<file path="config.mk">
export PLATFORM = sky130hd
export DESIGN_NAME = tick_watchdog
export DESIGN_NICKNAME = d
export VERILOG_FILES = /design/src/rtl/twd_pkg.sv /design/src/rtl/twd_prescaler.sv /design/src/rtl/twd_counter.sv /design/src/rtl/twd_regs.sv /design/src/rtl/tick_watchdog.sv
export SDC_FILE = /design/constraint.sdc
export NUM_CORES = 1
export LEC_CHECK = 0
export BUFFER_PORTS_ARGS = -buffer_cell sky130_fd_sc_hd__buf_4
export CAP_MARGIN = 20
export CORE_UTILIZATION = 55
export CTS_BUF_LIST = sky130_fd_sc_hd__clkbuf_4 sky130_fd_sc_hd__clkbuf_8 sky130_fd_sc_hd__clkbuf_16
export DETAILED_ROUTE_END_ITERATION = 10
export PLACE_DENSITY = 0.78
export SLEW_MARGIN = 20
export SYNTH_ARGS = -nofsm -noshare
export SYNTH_HDL_FRONTEND = slang
export SYNTH_SLANG_ARGS = --single-unit
</file>
<file path="constraint.sdc">
create_clock -name clk_i -period 2.9 [get_ports clk_i]
set_clock_uncertainty 0.1 [all_clocks]
set_input_delay 0.29 -clock clk_i [delete_from_list [all_inputs] [get_ports clk_i]]
set_output_delay 0.29 -clock clk_i [all_outputs]
set_load 0.03 [all_outputs]
</file>
<file path="src/rtl/twd_pkg.sv">
package twd_pkg;

    localparam int unsigned WORD_W = 16;
    typedef logic [WORD_W-1:0] word_t;

    // Byte offsets seen by software; the driver sequence depends on them.
    localparam logic [7:0] OFF_COUNT = 8'h70;
    localparam logic [7:0] OFF_CTRL  = 8'h72;

    // Position of the run bit in the control word.
    localparam int unsigned RUN_BIT = 0;

endpackage

</file>
<file path="src/rtl/twd_prescaler.sv">
module twd_prescaler #(
    parameter longint unsigned TICK_CYCLES = 64
) (
    input  logic clk_i,
    input  logic rst_ni,
    input  logic run_i,
    input  logic restart_i,
    output logic tick_o
);
    localparam int unsigned PW = (TICK_CYCLES > 1) ? $clog2(TICK_CYCLES) : 1;
    localparam logic [PW-1:0] LAST = PW'(TICK_CYCLES - 1);

    typedef struct packed {
        logic [PW-1:0] phase;
    } pre_state_t;

    pre_state_t st_d, st_q;
    logic at_last;

    always_comb begin
        st_d    = st_q;
        at_last = (st_q.phase == LAST);
        tick_o  = run_i && at_last && !restart_i;
        if (restart_i || !run_i) begin
            st_d.phase = '0;
        end else if (at_last) begin
            st_d.phase = '0;
        end else begin
            st_d.phase = st_q.phase + PW'(1);
        end
    end

    always_ff @(posedge clk_i) begin
        if (!rst_ni) begin
            st_q <= '0;
        end else begin
            st_q <= st_d;
        end
    end

endmodule

</file>
<file path="src/rtl/twd_counter.sv">
module twd_counter
    import twd_pkg::*;
#(
    parameter word_t RESET_COUNT = 16'd234
) (
    input  logic  clk_i,
    input  logic  rst_ni,
    input  logic  load_i,
    input  word_t load_val_i,
    input  logic  tick_i,
    output word_t count_o,
    output logic  expired_o
);
    typedef struct packed {
        word_t count;
        logic  expired;
    } cnt_state_t;

    cnt_state_t st_d, st_q;

    always_comb begin
        st_d = st_q;
        if (load_i) begin
            st_d.count   = load_val_i;
            st_d.expired = 1'b0;
        end else if (tick_i) begin
            if (st_q.count <= word_t'(1)) begin
                st_d.count   = '0;
                st_d.expired = 1'b1;
            end else begin
                st_d.count = st_q.count - word_t'(1);
            end
        end
    end

    always_ff @(posedge clk_i) begin
        if (!rst_ni) begin
            st_q.count   <= RESET_COUNT;
            st_q.expired <= 1'b0;
        end else begin
            st_q <= st_d;
        end
    end

    assign count_o   = st_q.count;
    assign expired_o = st_q.expired;

endmodule

</file>
<file path="src/rtl/twd_regs.sv">
module twd_regs
    import twd_pkg::*;
#(
    parameter int unsigned ADDR_W = 8
) (
    input  logic              clk_i,
    input  logic              rst_ni,
    input  logic              wr_i,
    input  logic [ADDR_W-1:0] addr_i,
    input  word_t             wdata_i,
    input  word_t             count_i,
    output word_t             ctrl_o,
    output logic              load_o,
    output word_t             rdata_o
);
    localparam logic [ADDR_W-1:0] A_COUNT = ADDR_W'(OFF_COUNT);
    localparam logic [ADDR_W-1:0] A_CTRL  = ADDR_W'(OFF_CTRL);

    typedef struct packed {
        word_t ctrl;
    } reg_state_t;

    reg_state_t st_d, st_q;
    logic hit_count, hit_ctrl;

    always_comb begin
        st_d      = st_q;
        hit_count = (addr_i == A_COUNT);
        hit_ctrl  = (addr_i == A_CTRL);
        load_o    = wr_i && hit_count;
        if (wr_i && hit_ctrl) begin
            st_d.ctrl = wdata_i;
        end
        if (hit_count) begin
            rdata_o = count_i;
        end else if (hit_ctrl) begin
            rdata_o = st_q.ctrl;
        end else begin
            rdata_o = '0;
        end
    end

    always_ff @(posedge clk_i) begin
        if (!rst_ni) begin
            st_q <= '0;
        end else begin
            st_q <= st_d;
        end
    end

    assign ctrl_o = st_q.ctrl;

endmodule

</file>
<file path="src/rtl/tick_watchdog.sv">
module tick_watchdog
    import twd_pkg::*;
#(
    parameter longint unsigned CLK_FREQ_HZ       = 100_000_000,
    parameter int unsigned     UNIT_MS           = 128,
    parameter int unsigned     DEFAULT_TIMEOUT_S = 30,
    parameter int unsigned     ADDR_W            = 8
) (
    input  logic              clk_i,
    input  logic              rst_ni,
    input  logic              bus_wr_i,
    input  logic [ADDR_W-1:0] bus_addr_i,
    input  logic [15:0]       bus_wdata_i,
    output logic [15:0]       bus_rdata_o,
    output logic              expired_o
);
    localparam longint unsigned TICK_CYCLES   = (CLK_FREQ_HZ * UNIT_MS) / 1000;
    localparam word_t           DEFAULT_COUNT = word_t'((DEFAULT_TIMEOUT_S * 1000) / UNIT_MS);

    word_t count_w;
    word_t ctrl_w;
    logic  load_w;
    logic  tick_w;
    logic  run_w;

    assign run_w = ctrl_w[RUN_BIT];

    twd_regs #(
        .ADDR_W (ADDR_W)
    ) u_regs (
        .clk_i   (clk_i),
        .rst_ni  (rst_ni),
        .wr_i    (bus_wr_i),
        .addr_i  (bus_addr_i),
        .wdata_i (bus_wdata_i),
        .count_i (count_w),
        .ctrl_o  (ctrl_w),
        .load_o  (load_w),
        .rdata_o (bus_rdata_o)
    );

    twd_prescaler #(
        .TICK_CYCLES (TICK_CYCLES)
    ) u_pre (
        .clk_i     (clk_i),
        .rst_ni    (rst_ni),
        .run_i     (run_w),
        .restart_i (load_w),
        .tick_o    (tick_w)
    );

    twd_counter #(
        .RESET_COUNT (DEFAULT_COUNT)
    ) u_cnt (
        .clk_i      (clk_i),
        .rst_ni     (rst_ni),
        .load_i     (load_w),
        .load_val_i (bus_wdata_i),
        .tick_i     (tick_w),
        .count_o    (count_w),
        .expired_o  (expired_o)
    );

endmodule

</file>
; ---- After elaboration in Yosys (flattened, before gate mapping)
; Index checks and enable logic that the tools add are counted.
; Widths: inputs -> output; s select.
[word_totals]
out_inout_bits = 17
regBits = 57
in_bits = 27
word_cells = 28
[classes]
order_cmp = 1
muxes = 6
n_addsub = 2
n_eq_ne = 3
n_bitwise = 1
n_reduce_logical = 11
[ops]
columns = cell, n
row1 = $mux 16, 3
row2 = $mux 17, 2
row3 = $add 24x1->24 const B, 1
row4 = $eq 24x24->1 const B, 1
row5 = $eq 8x7->1 const B, 2
row6 = $le 16x1->1 const B, 1
row7 = $sub 16x1->16 const B, 1
row8 = $logic_and 1x1->1, 4
row9 = $reduce_or 3->1, 1
row10 = $logic_not 1->1, 2
row11 = $reduce_and 2->1, 1
row12 = $reduce_bool 2->1, 1
row13 = $reduce_or 2->1, 1
row14 = $logic_or 1x1->1, 1
row15 = $mux 1, 1
row16 = $not 1->1, 1

; ---- Longest topological paths before layout
; Gate-level depths: netlist (run 1).
[logic_depth]
ltp_word = 6
depth_mapped = 10
mapped_depth_nobuf = 8

; ---- Modules after synthesis
; From an unflattened synthesis (run 1), not the netlist that was laid out.
[hier_totals]
hier_cells = 370
area_unflattened_um2 = 3176.8
[modules_own_cells]
columns = mod, cells_per_inst, seq_area_each_um2, area_each_um2, instances
row1 = twd_prescaler, 136, 480.5, 1209.9, 1
row2 = twd_counter, 126, 340.3, 1044.8, 1
row3 = twd_regs, 108, 320.3, 922.1, 1

; ---- Worst setup path after synthesis (run 1)
; No wires, ideal clock.
[synth_timing]
kind = register to register
from = reg u_cnt.st_q (netlist bit u_cnt.count_o[0])
to = reg u_cnt.st_q (netlist bit u_cnt.count_o[12])
required_time_ns = 2.738
t_arrival_ns = 2.190
path_buffers = 2
setup_slack_ns = 0.548
stages_incl_launch_ff = 11
period_less_slack_ns = 2.352
setup_ns = 0.062
path_cell_list = dfxtp_1 -> inv_1 -> ha_1 -> nor2_1 -> nor4_1 -> and2_1 -> buf_2 -> or3_1 -> buf_4 -> or4_1 -> nand3_1
[synth_via]
elab_chain_cells = 4
word_cells_on_any_way = 5
cone_classes = add/sub (1) / order compare (1) / mux (3)
[synth_rtl]
columns = item, line_no
row1 = start: declaration, twd_counter.sv:19  ; cnt_state_t st_d, st_q;
row2 = start signal: assignment, twd_counter.sv:41  ; st_q <= st_d;
row3 = $sub 16x1->16 / $le 16x1->1 (equally long branches), "twd_counter.sv:31, twd_counter.sv:27"
row4 = $mux 16 (*), twd_counter.sv:27  ; if (st_q.count <= word_t'(1)) begin
row5 = $mux 17 (*), twd_counter.sv:26  ; end else if (tick_i) begin
row6 = $mux 17 (*), twd_counter.sv:23  ; if (load_i) begin
; Every way passes the cells marked *; elsewhere a longest branch is shown, timed or not. The select of a mux whose other input is x is not followed.
; A chain may end at the register's enable or synchronous reset.

; ---- Worst setup path after layout (run 1)
[layout_timing]
from = reg u_pre.st_q[0] (netlist bit)
to = reg u_cnt.st_q (netlist bit u_cnt.count_o[12])
[layout_via]
elab_chain_cells = 4
[layout_rtl]
columns = item, line_no
row1 = start: declaration, twd_prescaler.sv:17  ; pre_state_t st_d, st_q;
row2 = start signal: assignment, twd_prescaler.sv:37  ; st_q <= st_d;
row3 = $eq 24x24->1, twd_prescaler.sv:22  ; at_last = (st_q.phase == LAST);
row4 = $logic_and 1x1->1 (2 in series), twd_prescaler.sv:23  ; tick_o = run_i && at_last && !restart_i;
row5 = $reduce_bool 2->1 (no line), -
; Every way passes these cells.

==> summary.txt, run 1 <==
H-Tree Depth: 3
WHS Endpoint: u_cnt.count_o[9]
Setup CP Type: flip-flop to flip-flop
Clock-pin slew on the worst setup and hold paths: 60 ps
Final Cell Area: 0.00341 mm^2
Worst hold start: bus_wdata_i[9]
Largest net degree at the start of global routing: 24
Via density: 5.64
Simple-Gate Fraction of Synth Area: 28.5%
Post-Place Cells: 454
Drc violations: 0
Worst path max stage delay: 520 ps
Fmax: 397 MHz
# nets final: 428
Seq/Total Area, Yosys: 40.5%
Wire per inst: 13.9 um
Num rows: 25
Max VDD drop: 0.000460 V
CP Max Fanout: 9
Synth Area in XOR/XNOR: 6.22%
Post-Synth Adder-Cell Area: 1.33%
Die height: 73.6 um
Final max-slew violation count: 0
Aggregate routed wire length: 6530 um
Clk buf depth: 2
CP top delay family: simple AND/OR/NAND/NOR gates
Root Driver: clkbuf_8
Initial antenna violation count: 0
Post-CTS sizing: 0
EDFF count, synth: 0
Ys flop type: dfxtp_1
Worst r2r src: u_pre.st_q[0]
Synth top area share: 40.5%
Post-synthesis mux area share: 0.355%
Fraction of the cycle the final worst path needs: 86.9%
Unrepaired setup endpoints after global routing: no
Cell area after synthesis: 0.00282 mm^2
Non-Filler Instances: 469
CTS tree: built
Number of global-route vias before repair: 2429
Area added between synthesis and finish: 21.2%
Status: completed
CTS Hold Buffers Added: 0
First-pass GRT wire length: 10900 um
# setup viols final: 0
Synth warn: 0
Hold WS: 64.0 ps
Most common cell in the netlist: nand2_1
WP buf/inv: 0
Placeable Area: 0.00482 mm^2
IO Pins: 44
Post-synthesis compound-gate area fraction: 19.3%
Slew headroom: 56.1%
Syn Inst Count: 353
Diode count: 0
WP data required: 3080 ps
CP Cell Sequence: ha_1 > nand2_1 > nor3_1 > nand2b_1 > or3_1 > or4_1 > nand3_1
HP Class: input pin to flip-flop
CP max-delay cell: or3_1
Setup TNS: 0 ps
TritonCTS Buffers: 9
Buffers on Ports: 43
Fillcell total: 407
Congestion Overflow GR: 0
Pleak: 0.00124 uW
Reg2Reg Capture Point: u_cnt.count_o[12]
Post-synth top cells: 67 x nand2_1, 57 x dfxtp_1, 38 x nor2_1
Syn Nets: 383
Final hold vios: 0
GRT Overall Usage: 26.5%
Max Cap Viol: 0
Clk_lat worst skew: 340 ps
Area contributors post-synth: dfxtp_1 41%, nand2_1 8.9%, nor2_1 5.1%
Mean area per synthesized cell: 7.98 um^2
CP arrival: 2700 ps
Share of cells above drive strength 1: 18.7%
Initial Utilization: 58.5%
# Post-CTS Setup Buffers: 0
RePlAce Congestion: 0.837
Die area: 0.00541 mm^2
Post-DP HPWL: 4470 um
First DRT Iteration DRCs: 288
Async set-reset flop share out of synthesis: 0%
Placed instance area: 0.00320 mm^2
Via count: 2647
Clock sinks: 57
Netlist cell types: 55
Shortest period the worst path allows: 2520 ps
Synthesized flop and latch total: 57
WHS Path Cells: 2
Power Dens Cells: 475 mW/mm^2
Die X-Extent: 73.6 um
Crit start category: flip-flop
Largest family of logic cells by synthesized area: simple AND/OR/NAND/NOR gates
Synth area leader: dfxtp_1
Crit end category: flip-flop
R2R setup slack: 380 ps
Remaining antenna violation count: 0
Worst Max-Slew Pin Slew: 656 ps
R2R depth: 7
Drt pass-1 iters: 4
-- per-stage QoR --
step,total power (uW),setup WS (ps),utilization [%]
global placement,850,453,66.4
floorplan,813,548,-
finish,1620,380,70.9
global route,1670,120,70.9
detailed placement,851,403,66.4
CTS,1640,382,70.9
-- metal layers --
layer / up-vias / track usage, % / share of wire [%]
met5: - / 0 / 0
met4: 0 / 14.5 / 2.1
met3: 12 / 4.66 / 5.5
met2: 75 / 45.5 / 48
met1: 1210 / 31.3 / 45
li1: 1350 / - / -
-- worst register-to-register path, cell delays in order (launching register included) --
cell      delay (ps)
dfxtp_1          350
ha_1             230
nand2_1          120
nor3_1           420
nand2b_1         130
or3_1            520
or4_1            510
nand3_1           90
-- layout by cell type (no fill, tap or decap), types with 2 or more instances in the layout --
| cell | netlist | final |
|---|---|---|
| nor2_1 | 38 | 38 |
| inv_1 | 7 | 7 |
| a31oi_1 | 5 | 5 |
| a211o_1 | 2 | 2 |
| a22o_1 | 16 | 16 |
| nand3_1 | 8 | 8 |
| dfxtp_1 | 57 | 57 |
| o211ai_1 | 2 | 2 |
| or3_1 | 6 | 6 |
| buf_4 | 1 | 50 |
| a21oi_1 | 28 | 28 |
| xor2_1 | 10 | 10 |
| o41ai_1 | 3 | 3 |
| nor4_1 | 8 | 8 |
| and3_1 | 2 | 2 |
| o21ai_0 | 11 | 11 |
| nor3_1 | 12 | 12 |
| nand4_1 | 7 | 7 |
| a211oi_1 | 2 | 2 |
| and2_1 | 4 | 4 |
| nand2_1 | 67 | 67 |
| clkbuf_8 | 0 | 13 |
| xnor2_1 | 10 | 10 |
| o22a_1 | 2 | 2 |
| ha_1 | 3 | 3 |
-- how the worst max path moves through the flow --
stage                            startpoint  cells past startpoint                end
after floorplan            u_cnt.count_o[0]                     10  u_cnt.count_o[12]
after global routing      u_cnt.count_o[12]                      6  u_cnt.count_o[11]
after global placement        u_pre.st_q[0]                      7  u_cnt.count_o[12]
after detailed placement      u_pre.st_q[0]                      7  u_cnt.count_o[12]
final                         u_pre.st_q[0]                      7  u_cnt.count_o[12]
after CTS                     u_pre.st_q[0]                      7  u_cnt.count_o[12]
-- where the power goes --
group | leakage [uW] | internal, uW | switching (uW) | total [uW]
clock network | 0.000112 | 484 | 302 | 786
registers | 0.000459 | 784 | 0.558 | 784
logic | 0.000665 | 26.8 | 22.8 | 49.7
total | 0.00124 | 1290 | 326 | 1620
-- registers in the layout (all words and copies together) (netlist names) --
name             flops
u_cnt.count_o       16
u_cnt.expired_o      1
u_pre.st_q          24
u_regs.ctrl_o       16
-- final cells by class --
type | count | area (um^2) | share of cell area (%)
clock buffer | 13 | 179 | 5.24
sequential | 57 | 1140 | 33.4
timing repair buffer | 50 | 375 | 11.0
multi-input combinational | 272 | 1570 | 46.0
clock inverter | 2 | 35.0 | 1.03
tap | 67 | 83.8 | 2.46
inverter | 8 | 30.0 | 0.880
-- cell families after synthesis --
logic type	Yosys count
and+or+nand+nor	167
xor gates and xnor gates	20
buffers and inverters	24
AOI/OAI and AO/OA	81
DFF	57
muxes	1
adders and majority gates	3
(Power assumes the default switching activity.)
==> run 2: changes to the inputs <==
Settings changed: CORE_ASPECT_RATIO set to 0.7, HOLD_SLACK_MARGIN set to 0.12.
==> run 2 against run 1 <==
  * Setup slack worse by 200 ps
  * Non-clock buffer count rose by 18
  * Sequential cell count stayed put
  * Critical path depth unchanged
  * Routed wire length is 11% higher
  * Worst hold slack gained 150 ps
  * Clock power is essentially flat
  * Total power rose by 1.3%
  * Cell area rose by 5.3%
  * Count of clock-buffer cells in the layout stayed put
  * Largest cell class unchanged
  * Largest power group unchanged
  * Highest routed layer unchanged
==> summary.txt, run 2 (synthesized netlist as in run 1, its figures left out) <==
Worst Max-Slew Pin Slew: 722 ps
Final hold vios: 0
IO Pins: 44
# Post-CTS Setup Buffers: 0
# nets final: 446
Met1 usage: 40.3%
Root Driver: clkbuf_8
Setup CP Type: flip-flop to flip-flop
Placeable Area: 0.00486 mm^2
Initial antenna violation count: 0
Largest net degree at the start of global routing: 24
Clk_lat worst skew: 340 ps
WP data required: 3030 ps
GRT Overall Usage: 29.0%
First DRT Iteration DRCs: 305
Die height: 61.9 um
Drc violations: 0
Max reg flops: 24
CP arrival: 2850 ps
Congestion Overflow GR: 0
Fmax: 368 MHz
Via density: 5.71
CTS tree: built
M2 GR Usage: 43.0%
Fillcell total: 388
Status: completed
HP Class: input pin to flip-flop
Post-CTS sizing: 0
Clock-pin slew on the worst setup and hold paths: 60 ps
Max Cap Viol: 0
Area added between synthesis and finish: 27.6%
Pleak: 0.00131 uW
RePlAce Congestion: 0.898
Post-DP HPWL: 4930 um
H-Tree Depth: 3
Final max-slew violation count: 0
Drt pass-1 iters: 4
TritonCTS Buffers: 9
Largest reg by FF count: u_pre.st_q
Power Dens Cells: 457 mW/mm^2
# setup viols final: 0
Shortest period the worst path allows: 2720 ps
Die X-Extent: 87.5 um
Diode count: 0
Slew headroom: 51.9%
Max VDD drop: 0.000255 V
Via count: 2793
Unrepaired setup endpoints after global routing: no
Gr busiest metal: met2
Crit start category: flip-flop
Most frequent cells in the layout: 67 x nand2_1, 57 x dfxtp_1, 51 x buf_4, 38 x nor2_1, 28 x a21oi_1
Setup TNS: 0 ps
Clock sinks: 57
Die area: 0.00542 mm^2
Wire per inst: 14.8 um
Buffers on Ports: 43
Crit end category: flip-flop
Share of cells above drive strength 1: 18.1%
Fraction of the cycle the final worst path needs: 93.8%
First-pass GRT wire length: 11700 um
CP Max Fanout: 10
Met3 Usage GRT: 9.38%
Clk buf depth: 2
Num rows: 21
Remaining antenna violation count: 0
Hold WS: 216 ps
Initial Utilization: 57.9%
Number of global-route vias before repair: 2459
Aggregate routed wire length: 7240 um
Most common cell after layout, fill and taps aside: nand2_1
-- run 2: worst paths after layout --
path,endpoint,cells after the start,slack (ps),start
setup / recovery,u_cnt.count_o[1],7,180,u_cnt.count_o[12]
hold / removal,u_cnt.expired_o,3,220,rst_ni
setup reg to reg,u_cnt.count_o[1],7,180,u_cnt.count_o[12]
hold reg to reg,u_pre.st_q[0],1,350,u_pre.st_q[0]
-- run 2: worst max-delay path: stages, from the launching register on --
cell and delay (ps):
dfxtp_1 380, or3_1 440, nor4_1 420, and2_1 410, nor3_1 90, a21oi_1 130
o211ai_1 90, dlygate4sd3_1 560
-- run 2: per-stage QoR --
stage               setup slack (ps)  instance area [um^2]  util [%]  std cells  total power, uW
floorplan                        548                  2820         -        353              813
global placement                 450                  3210      66.0        457              851
detailed placement               315                  3210      66.0        457              852
CTS                              248                  3590      73.9        489             1650
global route                    18.6                  3590      73.9        489             1700
finish                           180                  3590      73.9        489             1640
-- run 2: power breakdown --
group,internal [uW],total [uW],switching (uW)
combinational,41.0,69.1,28.2
clock,484,788,304
sequential,784,784,0.581
total,1310,1640,333
-- run 2: timing repair --
item / CTS / global route
hold buffers: 17 / 0
endpoints found under the setup margin: 0 / 0
hold endpoints to repair: 30 / 0
-- run 2: area by class of cell --
| class | count | area, um^2 | share of cell area, % |
|---|---|---|---|
| Sequential cell | 57 | 1140 | 31.8 |
| Clock buffer | 13 | 179 | 4.98 |
| Inverter | 8 | 30.0 | 0.836 |
| Clock inverter | 2 | 35.0 | 0.975 |
| Timing Repair Buffer | 68 | 553 | 15.4 |
| Multi-Input combinational cell | 272 | 1570 | 43.7 |
| Tap cell | 69 | 86.3 | 2.40 |
-- run 2: layer usage --
layer  part of all wire [%]  up-vias
li1                       -     1390
met1                     49     1280
met2                     42      113
met3                    7.2       10
met4                    1.1        0
met5                      0        -
